`src/rtl/hsd_pkg.sv`:
```
package hsd_pkg;
  localparam int ADDR_W  = 16;
  localparam int UPPER_N = 9;
  localparam int CARD_N  = 4;
  localparam int CSX_N   = 4;
  localparam int CSY_N   = 2;
  localparam int SAR_W   = 10;
  localparam int RF_W    = 6;

  localparam int CARD_SW = $clog2(CARD_N);
  localparam int CSX_SW  = $clog2(CSX_N);
  localparam int CSY_SW  = $clog2(CSY_N);

  // port bit positions (address bit n in MSB-first numbering is port bit ADDR_W-1-n)
  localparam int CARD_MSB = ADDR_W - 1;
  localparam int CSX_MSB  = CARD_MSB - CARD_SW - 1;
  localparam int CSY_MSB  = CSX_MSB - CSX_SW;
  localparam int RF_MSB   = RF_W;

  typedef struct packed {
    logic load;
    logic regWin;
    logic romWin;
    logic cardWin;
    logic wrEven;
    logic wrOdd;
  } ctrlStrobes_t;
endpackage

```
`src/rtl/hsd_ctrl.sv`:
```
module hsd_ctrl
  import hsd_pkg::*;
(
  input  logic               accValid,
  input  logic [UPPER_N-1:0] upperField,
  input  logic               lowBit,
  input  logic               accWrite,
  input  logic               accHalf,
  input  logic               fetchCycle,
  input  logic               romSelIn,
  output ctrlStrobes_t       strobes
);
  logic upperAny;
  logic writeOk;

  always_comb begin
    upperAny = |upperField;
    strobes.load    = accValid;
    strobes.romWin  = fetchCycle & romSelIn;
    strobes.regWin  = !strobes.romWin & !upperAny;
    strobes.cardWin = !strobes.romWin & upperAny;
    writeOk         = accValid & accWrite & strobes.cardWin;
    strobes.wrEven  = writeOk & (accHalf | !lowBit);
    strobes.wrOdd   = writeOk & (accHalf | lowBit);
  end
endmodule

```
`src/rtl/hsd_datapath.sv`:
```
module hsd_datapath
  import hsd_pkg::*;
(
  input  logic              clk,
  input  logic              rstN,
  input  ctrlStrobes_t      strobes,
  input  logic [ADDR_W-1:1] addrHi,
  output logic              outValid,
  output logic              regFileSel,
  output logic [RF_W-1:0]   regFileAddr,
  output logic              romHit,
  output logic [CARD_N-1:0] cardSel,
  output logic [CSX_N-1:0]  csx,
  output logic [CSY_N-1:0]  csy,
  output logic [SAR_W-1:0]  sarAddr,
  output logic              wrEven,
  output logic              wrOdd
);
  // byte-address sources in MSB-first address numbering, line 1 first
  localparam int SAR_SRC [SAR_W] = '{14, 13, 12, 11, 10, 9, 8, 7, 6, 2};

  logic [CARD_SW-1:0] cardField;
  logic [CSX_SW-1:0]  csxField;
  logic [CSY_SW-1:0]  csyField;
  logic [CARD_N-1:0]  cardDec;
  logic [CSX_N-1:0]   csxDec;
  logic [CSY_N-1:0]   csyDec;
  logic [SAR_W-1:0]   sarNext;

  assign cardField = addrHi[CARD_MSB -: CARD_SW];
  assign csxField  = addrHi[CSX_MSB -: CSX_SW];
  assign csyField  = addrHi[CSY_MSB -: CSY_SW];

  for (genvar i = 0; i < CARD_N; i++) begin : g_card
    assign cardDec[i] = (cardField == CARD_SW'(i));
  end
  for (genvar i = 0; i < CSX_N; i++) begin : g_csx
    assign csxDec[i] = (csxField == CSX_SW'(i));
  end
  for (genvar i = 0; i < CSY_N; i++) begin : g_csy
    assign csyDec[i] = (csyField == CSY_SW'(i));
  end
  for (genvar i = 0; i < SAR_W; i++) begin : g_sar
    assign sarNext[i] = addrHi[ADDR_W - 1 - SAR_SRC[i]];
  end

  always_ff @(posedge clk) begin
    if (!rstN || !strobes.load) begin
      outValid    <= 1'b0;
      regFileSel  <= 1'b0;
      regFileAddr <= '0;
      romHit      <= 1'b0;
      cardSel     <= '0;
      csx         <= '0;
      csy         <= '0;
      sarAddr     <= '0;
      wrEven      <= 1'b0;
      wrOdd       <= 1'b0;
    end else begin
      outValid    <= 1'b1;
      regFileSel  <= strobes.regWin;
      regFileAddr <= strobes.regWin ? addrHi[RF_MSB -: RF_W] : '0;
      romHit      <= strobes.romWin;
      cardSel     <= strobes.cardWin ? cardDec : '0;
      csx         <= strobes.cardWin ? csxDec : '0;
      csy         <= strobes.cardWin ? csyDec : '0;
      sarAddr     <= sarNext;
      wrEven      <= strobes.wrEven;
      wrOdd       <= strobes.wrOdd;
    end
  end


  card_onehot_chk: assert property (@(posedge clk) disable iff (!rstN)
    $onehot0(cardSel));


  target_exclusive_chk: assert property (@(posedge clk) disable iff (!rstN)
    $onehot0({regFileSel, romHit, |cardSel}));


  group_pair_chk: assert property (@(posedge clk) disable iff (!rstN)
    (|cardSel) |-> ($countones(csx) == 1 && $countones(csy) == 1));


  group_idle_chk: assert property (@(posedge clk) disable iff (!rstN)
    !(|cardSel) |-> (csx == '0 && csy == '0));


  strobe_needs_card_chk: assert property (@(posedge clk) disable iff (!rstN)
    (wrEven || wrOdd) |-> (|cardSel));


  idle_clear_chk: assert property (@(posedge clk) disable iff (!rstN)
    !strobes.load |=> (!outValid && cardSel == '0 && !wrEven && !wrOdd && !regFileSel));


  sar_top_chk: assert property (@(posedge clk) disable iff (!rstN)
    strobes.load |=> (sarAddr[SAR_W-1] == $past(addrHi[ADDR_W-1-SAR_SRC[SAR_W-1]])));


  rom_redirect_chk: assert property (@(posedge clk) disable iff (!rstN)
    (strobes.load && strobes.romWin) |=> (romHit && !regFileSel && !wrEven && !wrOdd));
endmodule

```
`src/rtl/hsd_top.sv`:
```
module hsd_top
  import hsd_pkg::*;
(
  input  logic              clk,
  input  logic              rstN,
  input  logic              accValid,
  input  logic [ADDR_W-1:0] accAddr,
  input  logic              accWrite,
  input  logic              accHalf,
  input  logic              fetchCycle,
  input  logic              romSelIn,
  output logic              outValid,
  output logic              regFileSel,
  output logic [RF_W-1:0]   regFileAddr,
  output logic              romHit,
  output logic [CARD_N-1:0] cardSel,
  output logic [CSX_N-1:0]  csx,
  output logic [CSY_N-1:0]  csy,
  output logic [SAR_W-1:0]  sarAddr,
  output logic              wrEven,
  output logic              wrOdd
);
  ctrlStrobes_t strobes;

  hsd_ctrl ctrl_i (
    .accValid   (accValid),
    .upperField (accAddr[ADDR_W-1 -: UPPER_N]),
    .lowBit     (accAddr[0]),
    .accWrite   (accWrite),
    .accHalf    (accHalf),
    .fetchCycle (fetchCycle),
    .romSelIn   (romSelIn),
    .strobes    (strobes)
  );

  hsd_datapath dp_i (
    .clk         (clk),
    .rstN        (rstN),
    .strobes     (strobes),
    .addrHi      (accAddr[ADDR_W-1:1]),
    .outValid    (outValid),
    .regFileSel  (regFileSel),
    .regFileAddr (regFileAddr),
    .romHit      (romHit),
    .cardSel     (cardSel),
    .csx         (csx),
    .csy         (csy),
    .sarAddr     (sarAddr),
    .wrEven      (wrEven),
    .wrOdd       (wrOdd)
  );
endmodule

```
`config.mk`:
```
export PLATFORM = sky130hd
export DESIGN_NAME = hsd_top
export DESIGN_NICKNAME = d
export VERILOG_FILES = /design/src/rtl/hsd_pkg.sv /design/src/rtl/hsd_ctrl.sv /design/src/rtl/hsd_datapath.sv /design/src/rtl/hsd_top.sv
export SDC_FILE = /design/constraint.sdc
export NUM_CORES = 1
export LEC_CHECK = 0
export ABC_AREA = 1
export BUFFER_PORTS_ARGS = -buffer_cell sky130_fd_sc_hd__buf_2
export CAP_MARGIN = 40
export CORE_ASPECT_RATIO = 1.1
export CORE_MARGIN = 5
export CORE_UTILIZATION = 42
export DETAILED_ROUTE_END_ITERATION = 16
export PLACE_DENSITY = 0.76
export SYNTH_ARGS = -nofsm -noshare
export SYNTH_HDL_FRONTEND = slang
export SYNTH_HIERARCHICAL = 1
export SYNTH_SLANG_ARGS = --single-unit
export TNS_END_PERCENT = 5
```
`constraint.sdc`:
```
create_clock -name clk -period 1.4 [get_ports clk]
set_input_delay 0.28 -clock clk [delete_from_list [all_inputs] [get_ports clk]]
set_output_delay 0.28 -clock clk [all_outputs]
set_load 0.02 [all_outputs]
```
# After elaboration in Yosys (flattened, before gate mapping)

Index checks and enable logic that the tools add are counted.

Muxes and demuxes: 1
Reduce and logical (&&, ||, !) cells: 11
Equality and inequality tests: 6
Bitwise logic cells: 12

Operators by type and width:

| kind                                                | number |
|---|---|
| OR reduction 9 bit                                  | 1 |
| equality test 2 bit, second input constant          | 4 |
| AND 1 bit                                           | 7 |
| zero test 1 bit                                     | 5 |
| equality test 2 x 1 -> 1 bit, second input constant | 2 |
| zero test 2 bit                                     | 2 |
| OR reduction 2 bit                                  | 2 |
| inverter 1 bit                                      | 3 |
| OR 1 bit                                            | 2 |
| logical OR 1 bit                                    | 1 |
| 2-to-1 mux 1 bit                                    | 1 |

Word-level logic and storage cells: 40
Output and inout port bits: 31
Bits of input ports: 23
Flip-flop bits (word level): 31

# Longest topological paths before layout

Depth in word-level cells: 5
Depth in mapped cells: 8

# Hierarchy

The synthesis kept the hierarchy.

Modules (own cells, without submodules):

| module       | area each (um^2) | instances | cells each |
|---|---|---|---|
| hsd_datapath | 867.1            | 1         | 92 |
| hsd_ctrl     | 106.4            | 1         | 20 |

# Least setup slack after synthesis

No wires, ideal clock.

Path type: input -> register
From: input port accAddr[8]
To: register dp_i.regFileAddr[0]
Arrival: 1.043 ns
Buffers on the path: 0
Path slack: 0.289 ns
Library setup time: 0.068 ns
Cell stages on the path: 6
Cells stage by stage: or2_1 -> nor2_2 -> nand2_2 -> nor2_1 -> nand3_1 -> nor2_1

RTL lines:

| what                 | RTL line           | RTL |
|---|---|---|
| start, declared      | hsd_top.sv:7       | `input logic [ADDR_W-1:0] accAddr,` |
| end signal, assigned | hsd_datapath.sv:62 | `regFileAddr <= strobes.regWin ? addrHi[RF_MSB -: RF_W] : '0;` |
| end, declared        | hsd_datapath.sv:10 | `output logic [RF_W-1:0] regFileAddr,` |

# Worst setup path after layout

From: register dp_i.sarAddr[5]
To: output port sarAddr[5]

RTL lines:

| what                   | RTL line           | RTL |
|---|---|---|
| start, declared        | hsd_datapath.sv:15 | `output logic [SAR_W-1:0] sarAddr,` |
| start signal, assigned | hsd_datapath.sv:67 | `sarAddr <= sarNext;` |
| end, declared          | hsd_top.sv:19      | `output logic [SAR_W-1:0] sarAddr,` |

No word-level cell between the ends.

==> results.sh <==
export IMPL_fillers=227
export IMPL_seqCellArea_um2=620.6
export IMPL_multi_input_area_um2=247.7
export IMPL_peakVddDrop_v=0.0006875
export IMPL_seq_area_frac_synth_pct=63.75
export IMPL_tns_ns=0
export IMPL_maxCapViolCount=0
export IMPL_final_cell_mix="buf_2 (53), nor2_1 (36), dfxtp_1 (31)"
export IMPL_leakagePower_nw=0.7808
export IMPL_instances_no_fill=201
export IMPL_synthesis_area_um2=973.4
export IMPL_globalRouteTotalUtil_pct=12.40
export IMPL_cp_slowest_cell="dfxtp_1"
export IMPL_finalMaxSlewViolations=0
export IMPL_slew_headroom_pct=81.52
export IMPL_status="finished clean"
export IMPL_clockRootBuffer="clkbuf_4"
export IMPL_synth_seq_cells=31
export IMPL_drcViolationCount=0
export IMPL_whs_path_depth=2
export IMPL_pre_cts_ws_ns=0.02964
export IMPL_areaGrowthSynthToFinish_pct=36.25
export IMPL_arrival_ns=0.80
export IMPL_cts_buffer_depth=2
export IMPL_core_area_um2=2230
export IMPL_via_per_inst=4.030
export IMPL_fin_crit_sh_pct=77.34
export IMPL_grt_max_degree=15
export IMPL_grt_pass1_wl_mm=3.036
export IMPL_layout_drive_gt1_share_pct=38.60
export IMPL_path_class="register to output port"
export IMPL_fp_dieH_um=60.49
export IMPL_grt_pass1_vias=737
export IMPL_rsz0062_at_grt="false"
export IMPL_final_hold_violation_count=0
export IMPL_wirelength_mm=2.014
export IMPL_die_x_um=55.90
export IMPL_worst_pin_slew_ns=0.2763
export IMPL_n_antenna_cell=0
export IMPL_post_cts_buffers=0
export IMPL_finalSetupViolations=0
export IMPL_dieArea_um2=3381
export IMPL_timing_final_ws_setup_ns=0.3172
export IMPL_gp_congestion=0.6786
export IMPL_p_per_area_nw_per_um2=1222
export IMPL_clock_sinks=31
export IMPL_ios=54
export IMPL_netlist_instances=112
export IMPL_whs_endpoint="dp_i/csy[0]"
export IMPL_worstHoldStart="accAddr[10]"
export IMPL_clk_pin_slew_ns=0.09
export IMPL_period_needed_ns=1.083
export IMPL_first_pass_iters=4
export IMPL_postCtsHoldBufs=0
export IMPL_crit_start="dp_i/sarAddr[5]"
export IMPL_drtIter0Drc=10
export IMPL_fin_nets=193
export IMPL_placed_cells=193
export IMPL_max_stage_delay_ns=0.33
export IMPL_finalCoreUtilization_pct=59.48
export IMPL_cts_max_level=2
export IMPL_antenna_found_initial=0
export IMPL_path_cells="buf_2"
export IMPL_cts_tree="done"
export IMPL_start_util_pct=43.66
export IMPL_cts_made_buffers=5
export IMPL_globalRouteOverflowTotal=0
export IMPL_ys_types=13
export IMPL_layout_commonest_cell="buf_2"
export IMPL_fmax_mhz=923.6
export IMPL_hpwl_mm=1.621
export IMPL_io_buffers=53
export IMPL_vias=810
export IMPL_ys_warnings_count=6
export IMPL_mappedNetlistNets=135
export IMPL_path_delay_family="flip-flops"
export IMPL_crit_required_ns=1.12
export IMPL_hp_class="input pin to register"
export IMPL_path_max_fanout=1
export IMPL_postRouteAntennaNets=0
export IMPL_end_kind="output port"
export IMPL_cp_num_buf_inv=1
export IMPL_start_kind="register"
export IMPL_row_count=18
export IMPL_cts_resized=0
export IMPL_syn_avg_cell_area_um2=8.691
export IMPL_wl_per_cell_um=10.02
[kinds of logic after synthesis]
| family | synth area share [%] |
|---|---|
| buf+inv | 10.80 |
| compound gates | 0.5136 |
| simple gates | 24.94 |
| flops | 63.75 |
[per-layer routing]
layer,track usage (%),routed length (um),up-vias
li1,-,-,434
met1,11.23,782,337
met2,21.45,988,35
met3,6.809,208,4
met4,9.153,34,0
met5,0,0,-
[layout make-up]
class,instances,area share [%]
multi-input cells,56,18.68
inverters,23,6.509
repair buffers,53,20.00
clock buffers,8,5.189
flip-flops and latches,31,46.79
well taps,30,2.830
[sequential cells by signal (all words and copies together) (netlist names), 2 cells and up]
signal and cells:
dp_i/cardSel 4, dp_i/csx 4, dp_i/csy 2, dp_i/regFileAddr 6, dp_i/sarAddr 10
[power by group]
part	total, mW	switching, mW	internal [mW]
Clock	0.565	0.270	0.295
Combinational	0.148	0.0931	0.0552
Sequential	0.908	0.00455	0.903
Total	1.62	0.367	1.25
[worst max path at each step]
stage                                endpoint  slack [ns]  depth (start not counted)
after floorplan           dp_i/regFileAddr[0]        0.29                          6
after global placement    dp_i/regFileAddr[3]        0.11                          7
after detailed placement  dp_i/regFileAddr[3]        0.03                          7
after CTS                          sarAddr[5]        0.30                          1
after global routing               sarAddr[5]        0.25                          1
final                              sarAddr[5]        0.32                          1
[synth_stat cells, drive strengths merged]
master,number,share of area [%]
inv,23,8.9
dfxtp,31,64
or2,1,0.64
buf,2,1.9
nand2,13,5.5
nor2,37,15
a21oi,1,0.51
nand3,3,2.6
nor3,1,1.7
[through the flow]
| stage | power (mW) | instance area, um2 | hold slack [ns] |
|---|---|---|---|
| after global placement | 1.074 | 1257 | 0.4707 |
| after global routing | 1.716 | 1326 | 0.1439 |
| final | 1.621 | 1326 | 0.1494 |
| after CTS | 1.649 | 1326 | 0.1360 |
| after floorplan | 1.012 | 973.4 | 0.3524 |
| after detailed placement | 1.079 | 1257 | 0.4826 |
(Power assumes the default switching activity.)
